--- config.mk ---
export PLATFORM = sky130hd
export DESIGN_NAME = genq_reader
export DESIGN_NICKNAME = d
export VERILOG_FILES = /design/src/rtl/genq_pkg.sv /design/src/rtl/genq_ptr.sv /design/src/rtl/genq_eval.sv /design/src/rtl/genq_reader.sv
export SDC_FILE = /design/constraint.sdc
export NUM_CORES = 1
export LEC_CHECK = 0
export BUFFER_PORTS_ARGS = -buffer_cell sky130_fd_sc_hd__buf_4
export CAP_MARGIN = 20
export CORE_ASPECT_RATIO = 1.25
export CORE_MARGIN = 1.5
export CORE_UTILIZATION = 30
export CTS_CLUSTER_SIZE = 10
export DETAILED_ROUTE_END_ITERATION = 6
export GPL_ROUTABILITY_DRIVEN = 0
export GPL_TIMING_DRIVEN = 0
export HOLD_SLACK_MARGIN = 0.06
export SLEW_MARGIN = 20
export SYNTH_ARGS = -nofsm -noshare
export SYNTH_HDL_FRONTEND = slang
export SYNTH_SLANG_ARGS = --single-unit
--- constraint.sdc ---
create_clock -name clk -period 1.1 [get_ports clk]
set_input_delay 0.055 -clock clk [delete_from_list [all_inputs] [get_ports clk]]
set_output_delay 0.055 -clock clk [all_outputs]
set_load 0.01 [all_outputs]
--- src/rtl/genq_pkg.sv ---
package genq_pkg;

  localparam int unsigned WORD_W = 32;
  localparam int unsigned PAY_W  = WORD_W - 1;

  typedef logic [WORD_W-1:0] word_t;
  typedef logic [PAY_W-1:0]  payload_t;

  // Next slot on a power-of-two ring.
  function automatic int unsigned ring_step(int unsigned idx, int unsigned depth);
    return (idx + 1) & (depth - 1);
  endfunction

  // An entry is new when its generation bit differs from the lap toggle.
  function automatic logic gen_fresh(word_t w, logic lap);
    return w[WORD_W-1] != lap;
  endfunction

  function automatic payload_t gen_payload(word_t w, logic fresh);
    return fresh ? w[PAY_W-1:0] : '0;
  endfunction

endpackage

--- src/rtl/genq_ptr.sv ---
module genq_ptr #(
  parameter int unsigned DEPTH = 8,
  localparam int unsigned IDX_W = (DEPTH > 1) ? $clog2(DEPTH) : 1
) (
  input  logic             clk,
  input  logic             rst_n,
  input  logic             adv_i,
  output logic [IDX_W-1:0] idx_o,
  output logic             lap_o,
  output logic             wrap_o
);
  import genq_pkg::*;

  logic [IDX_W-1:0] idx_q;
  logic             lap_q;
  logic [IDX_W-1:0] idx_nxt;

  assign idx_nxt = IDX_W'(ring_step(32'(idx_q), DEPTH));
  assign wrap_o  = adv_i && (idx_nxt == '0);

  always_ff @(posedge clk or negedge rst_n) begin
    if (!rst_n) begin
      idx_q <= '0;
      lap_q <= 1'b0;
    end else if (adv_i) begin
      idx_q <= idx_nxt;
      if (idx_nxt == '0) lap_q <= ~lap_q;
    end
  end

  assign idx_o = idx_q;
  assign lap_o = lap_q;

endmodule

--- src/rtl/genq_eval.sv ---
module genq_eval (
  input  genq_pkg::word_t    word_i,
  input  logic               lap_i,
  output logic               fresh_o,
  output genq_pkg::payload_t payload_o
);
  import genq_pkg::*;

  always_comb begin
    fresh_o   = gen_fresh(word_i, lap_i);
    payload_o = gen_payload(word_i, fresh_o);
  end

endmodule

--- src/rtl/genq_reader.sv ---
module genq_reader #(
  parameter int unsigned DEPTH = 8,
  localparam int unsigned IDX_W = (DEPTH > 1) ? $clog2(DEPTH) : 1
) (
  input  logic             clk,
  input  logic             rst_n,
  input  logic             req_i,
  input  logic             peek_i,
  input  logic             rd_ready_i,
  output logic [IDX_W-1:0] rd_addr_o,
  input  logic [31:0]      rd_data_i,
  output logic             res_valid_o,
  output logic             res_new_o,
  output logic [30:0]      res_payload_o
);
  import genq_pkg::*;

  generate
    if (DEPTH < 2 || (DEPTH & (DEPTH - 1)) != 0) begin : g_bad_depth
      $error("genq_reader: DEPTH must be a power of two and at least 2");
    end
  endgenerate

  // Named internal events, used by the bound checker.
  logic     accept_w;
  logic     fresh_w;
  logic     adv_w;
  logic     wrap_w;
  logic     lap_w;
  payload_t pay_w;

  assign accept_w = req_i && rd_ready_i;
  assign adv_w    = accept_w && fresh_w && !peek_i;

  genq_ptr #(.DEPTH(DEPTH)) u_ptr (
    .clk    (clk),
    .rst_n  (rst_n),
    .adv_i  (adv_w),
    .idx_o  (rd_addr_o),
    .lap_o  (lap_w),
    .wrap_o (wrap_w)
  );

  genq_eval u_eval (
    .word_i    (rd_data_i),
    .lap_i     (lap_w),
    .fresh_o   (fresh_w),
    .payload_o (pay_w)
  );

  always_ff @(posedge clk or negedge rst_n) begin
    if (!rst_n) begin
      res_valid_o   <= 1'b0;
      res_new_o     <= 1'b0;
      res_payload_o <= '0;
    end else begin
      res_valid_o <= accept_w;
      if (accept_w) begin
        res_new_o     <= fresh_w;
        res_payload_o <= pay_w;
      end
    end
  end

endmodule

==> run summary <==
Upper clock frequency limit -> 760 MHz
Switching Share -> 0.294
GRT Util Overall -> 0.164
Syn Inst Count -> 90
Worst-Margin Slew -> 0.465 ns
Max-slew headroom -> 0.690
Inserted Clock Buffers -> 5
Clock root buffer -> clkbuf_8
Setup CP Type -> flip-flop to flip-flop
Initial antenna violation count -> 0
Final setup fails -> 34
R2r endpoint -> u_ptr.lap_o
CTS clk-pin slew, worst paths -> 0.06 ns
RR Startpoint -> u_ptr.idx_o[1]
Placed Area -> 2010 µm²
Chip height -> 78.7 µm
CTS tree -> done
Syn Std Cell Area -> 1370 µm²
Critical Path RT -> 1.30 ns
Clk_lat worst skew -> 0.28 ns
Avg Inst Size Synth -> 15.3 µm²
Clock Tree Buf Depth -> 2
Lkg Pwr -> 1.24 nW
Max Cap Viol -> 0
WHS -> 0.249 ns
Period utilization -> 1.20
P&R area growth vs syn -> 79.9%
Nets -> 243
Residual DRC -> 0
CP arrival -> 1.51 ns
Antenna Nets Post-Route -> 0
Worst setup margin -> -0.215 ns
Fraction of registers with async set/reset -> 1.00
Placed instance count -> 220
Commonest cells post-synth -> 37 x dfrtp_1, 31 x a22o_1, 4 x xor2_1, 3 x buf_4, 3 x clkbuf_1
Synth warn -> 0
Syn_nets -> 129
Flop2flop setup slack -> -0.22 ns
Synth Flop Type -> dfrtp_1
Finished Layout Cells -> 262
Post-synth EDFFs -> 0
HPWL after DPL -> 2450 µm
Clock sink count -> 37
P_int -> 3.28 mW
Area share of the largest cell type after synthesis -> 0.674
Worst Reg2Reg Path Length in Cells -> 4
Reg power frac -> 0.430
Minimum clock period -> 1.32 ns
IO Count -> 73
Total length of routed wires -> 3810 µm
CP max FO -> 4
Die X -> 63.5 µm
Hold Path End -> u_ptr.idx_o[0]
#FFs+latches synth -> 37
Core area -> 4390 µm²
# rows -> 27
Status -> complete, but fails checks
WHS Path Cells -> 4
Vias per cell -> 4.69
First-pass GRT wire length -> 6340 µm
TNS Setup -> -4.76 ns
Antenna Cells -> 0
HP Class -> input pin to flip-flop
HP Start -> rd_data_i[31]
CP Capture Type -> flip-flop
Grt ovf -> 0
Layout fillers -> 386
Fin. Hold Viols -> 0
Total die area -> 5000 µm²
Largest net degree at the start of global routing -> 38
Core Util, Final -> 0.563
Unrepaired setup endpoints after global routing -> yes
PD cells -> 1880 nW/µm²
Combinational power share -> 0.373
DR iter-0 viols -> 39
Clock skew -> 0.00264 ns
Post-route cell area -> 2470 µm²
Final slew viol count -> 0
Starting Density -> 0.313
Vias -> 1228
Worst VDD drop -> 838 µV
Top-count cell post-synth -> dfrtp_1
Failing checks -> negative setup slack
Port bufs -> 72
Seq/Total Area, Yosys -> 0.674
Vias in the first global route -> 1275
Layout cells sized above 1 -> 0.456
Switching power -> 1.37 mW
Area leader, netlist -> dfrtp_1
Drt wl/cell -> 14.5 µm
Worst Setup Start Kind -> flip-flop
Unique masters post-synth -> 16
# H-tree levels -> 2
Dominant cells by area after synthesis -> dfrtp_1 67%, a22o_1 20%, xor2_1 2.6%, ha_1 1.8%, buf_4 1.6%
Clock power share -> 0.197
1st-pass router iterations -> 4
## sequential cells by signal, summed over array words and instances (netlist names)
name and cells:
u_ptr.lap_o 1, u_ptr.idx_o 3, res_valid_o 1, res_new_o 1, res_payload_o 31
## worst max path at each step
stage	start	cells past startpoint	end
after floorplan	u_ptr.idx_o[0]	4	u_ptr.lap_o
after global placement	u_ptr.idx_o[0]	4	u_ptr.lap_o
after detailed placement	u_ptr.idx_o[0]	4	u_ptr.lap_o
after CTS	u_ptr.idx_o[1]	4	u_ptr.lap_o
after global routing	u_ptr.idx_o[1]	4	u_ptr.lap_o
final	u_ptr.idx_o[1]	4	u_ptr.lap_o
## metrics by stage
stage | setup slack, ns | total power [mW]
2_1_floorplan | -0.155 | 2.66
5_1_grt | -0.297 | 4.96
4_1_cts | -0.196 | 4.59
3_5_place_dp | -0.198 | 3.49
6_report | -0.215 | 4.65
3_3_place_gp | -0.180 | 3.45
## placed cells by master, fill, tap and decap left out
master	netlist	routed
dfrtp_2	0	1
buf_4	3	75
dfrtp_1	37	36
xor2_1	4	4
a21o_1	1	1
nor2_4	0	1
clkbuf_1	3	4
ha_2	0	1
clkbuf_8	0	6
xnor2_4	0	1
nand2_1	1	1
nor4b_2	1	1
a22o_1	31	31
dlygate4sd3_1	0	32
nor2_2	1	1
inv_1	1	1
buf_6	0	3
nor3b_2	0	1
ha_4	0	1
nand3b_1	1	1
mux2_4	0	1
## kinds of logic (layout without fill, tap and decap cells)
kind of cell | count (synthesis) | in the layout | share of synthesized area
fa+ha+maj | 2 | 2 | 0.0182
flops | 37 | 37 | 0.674
compound gates | 32 | 32 | 0.203
xor+xnor | 5 | 5 | 0.0373
buf+inv | 7 | 121 | 0.0273
simple gates | 6 | 6 | 0.0319
mux | 1 | 1 | 0.00820
## metal layers
layer | GRT usage | share of wire | vias up
li1 | - | - | 561
met1 | 0.189 | 0.38 | 611
met2 | 0.280 | 0.55 | 46
met3 | 0.0358 | 0.044 | 10
met4 | 0.0935 | 0.027 | 0
met5 | 0 | 0 | -
## power by group through the flow
stage	sequential (mW)	clock [mW]	combinational [mW]
3_5_place_dp	2.02	0	1.47
6_report	2.00	0.915	1.73
4_1_cts	1.99	0.949	1.65
2_1_floorplan	2.15	0	0.510
5_1_grt	2.05	1.03	1.88
3_3_place_gp	2.00	0	1.45
## area by class of cell
cell class / count / area, µm² / area share
Multi-Input combinational cell: 46 / 453 / 0.183
Buffer: 6 / 45.0 / 0.0182
Inverter: 1 / 3.75 / 0.00152
Clock buffer: 7 / 86.3 / 0.0349
Sequential cell: 37 / 927 / 0.375
Timing Repair Buffer: 107 / 883 / 0.357
Tap cell: 58 / 72.6 / 0.0294
## critical path, cell delays in order, from the launching register on
cell	delay (ns)
dfrtp_1	0.41
ha_2	0.20
xor2_1	0.17
nor4b_2	0.28
xor2_1	0.18
## what timing repair did
| action | in CTS | in global routing |
|---|---|---|
| endpoints found under the hold margin | 68 | 0 |
| hold buffers | 32 | 0 |
| gates resized for setup | 3 | 2 |
| buffers inserted | 1 | 2 |
| pin swaps | 0 | 2 |
| gates cloned | 0 | 0 |
| endpoints found under the setup margin | 35 | 35 |
No activity file was read; power rests on OpenSTA's default activity.
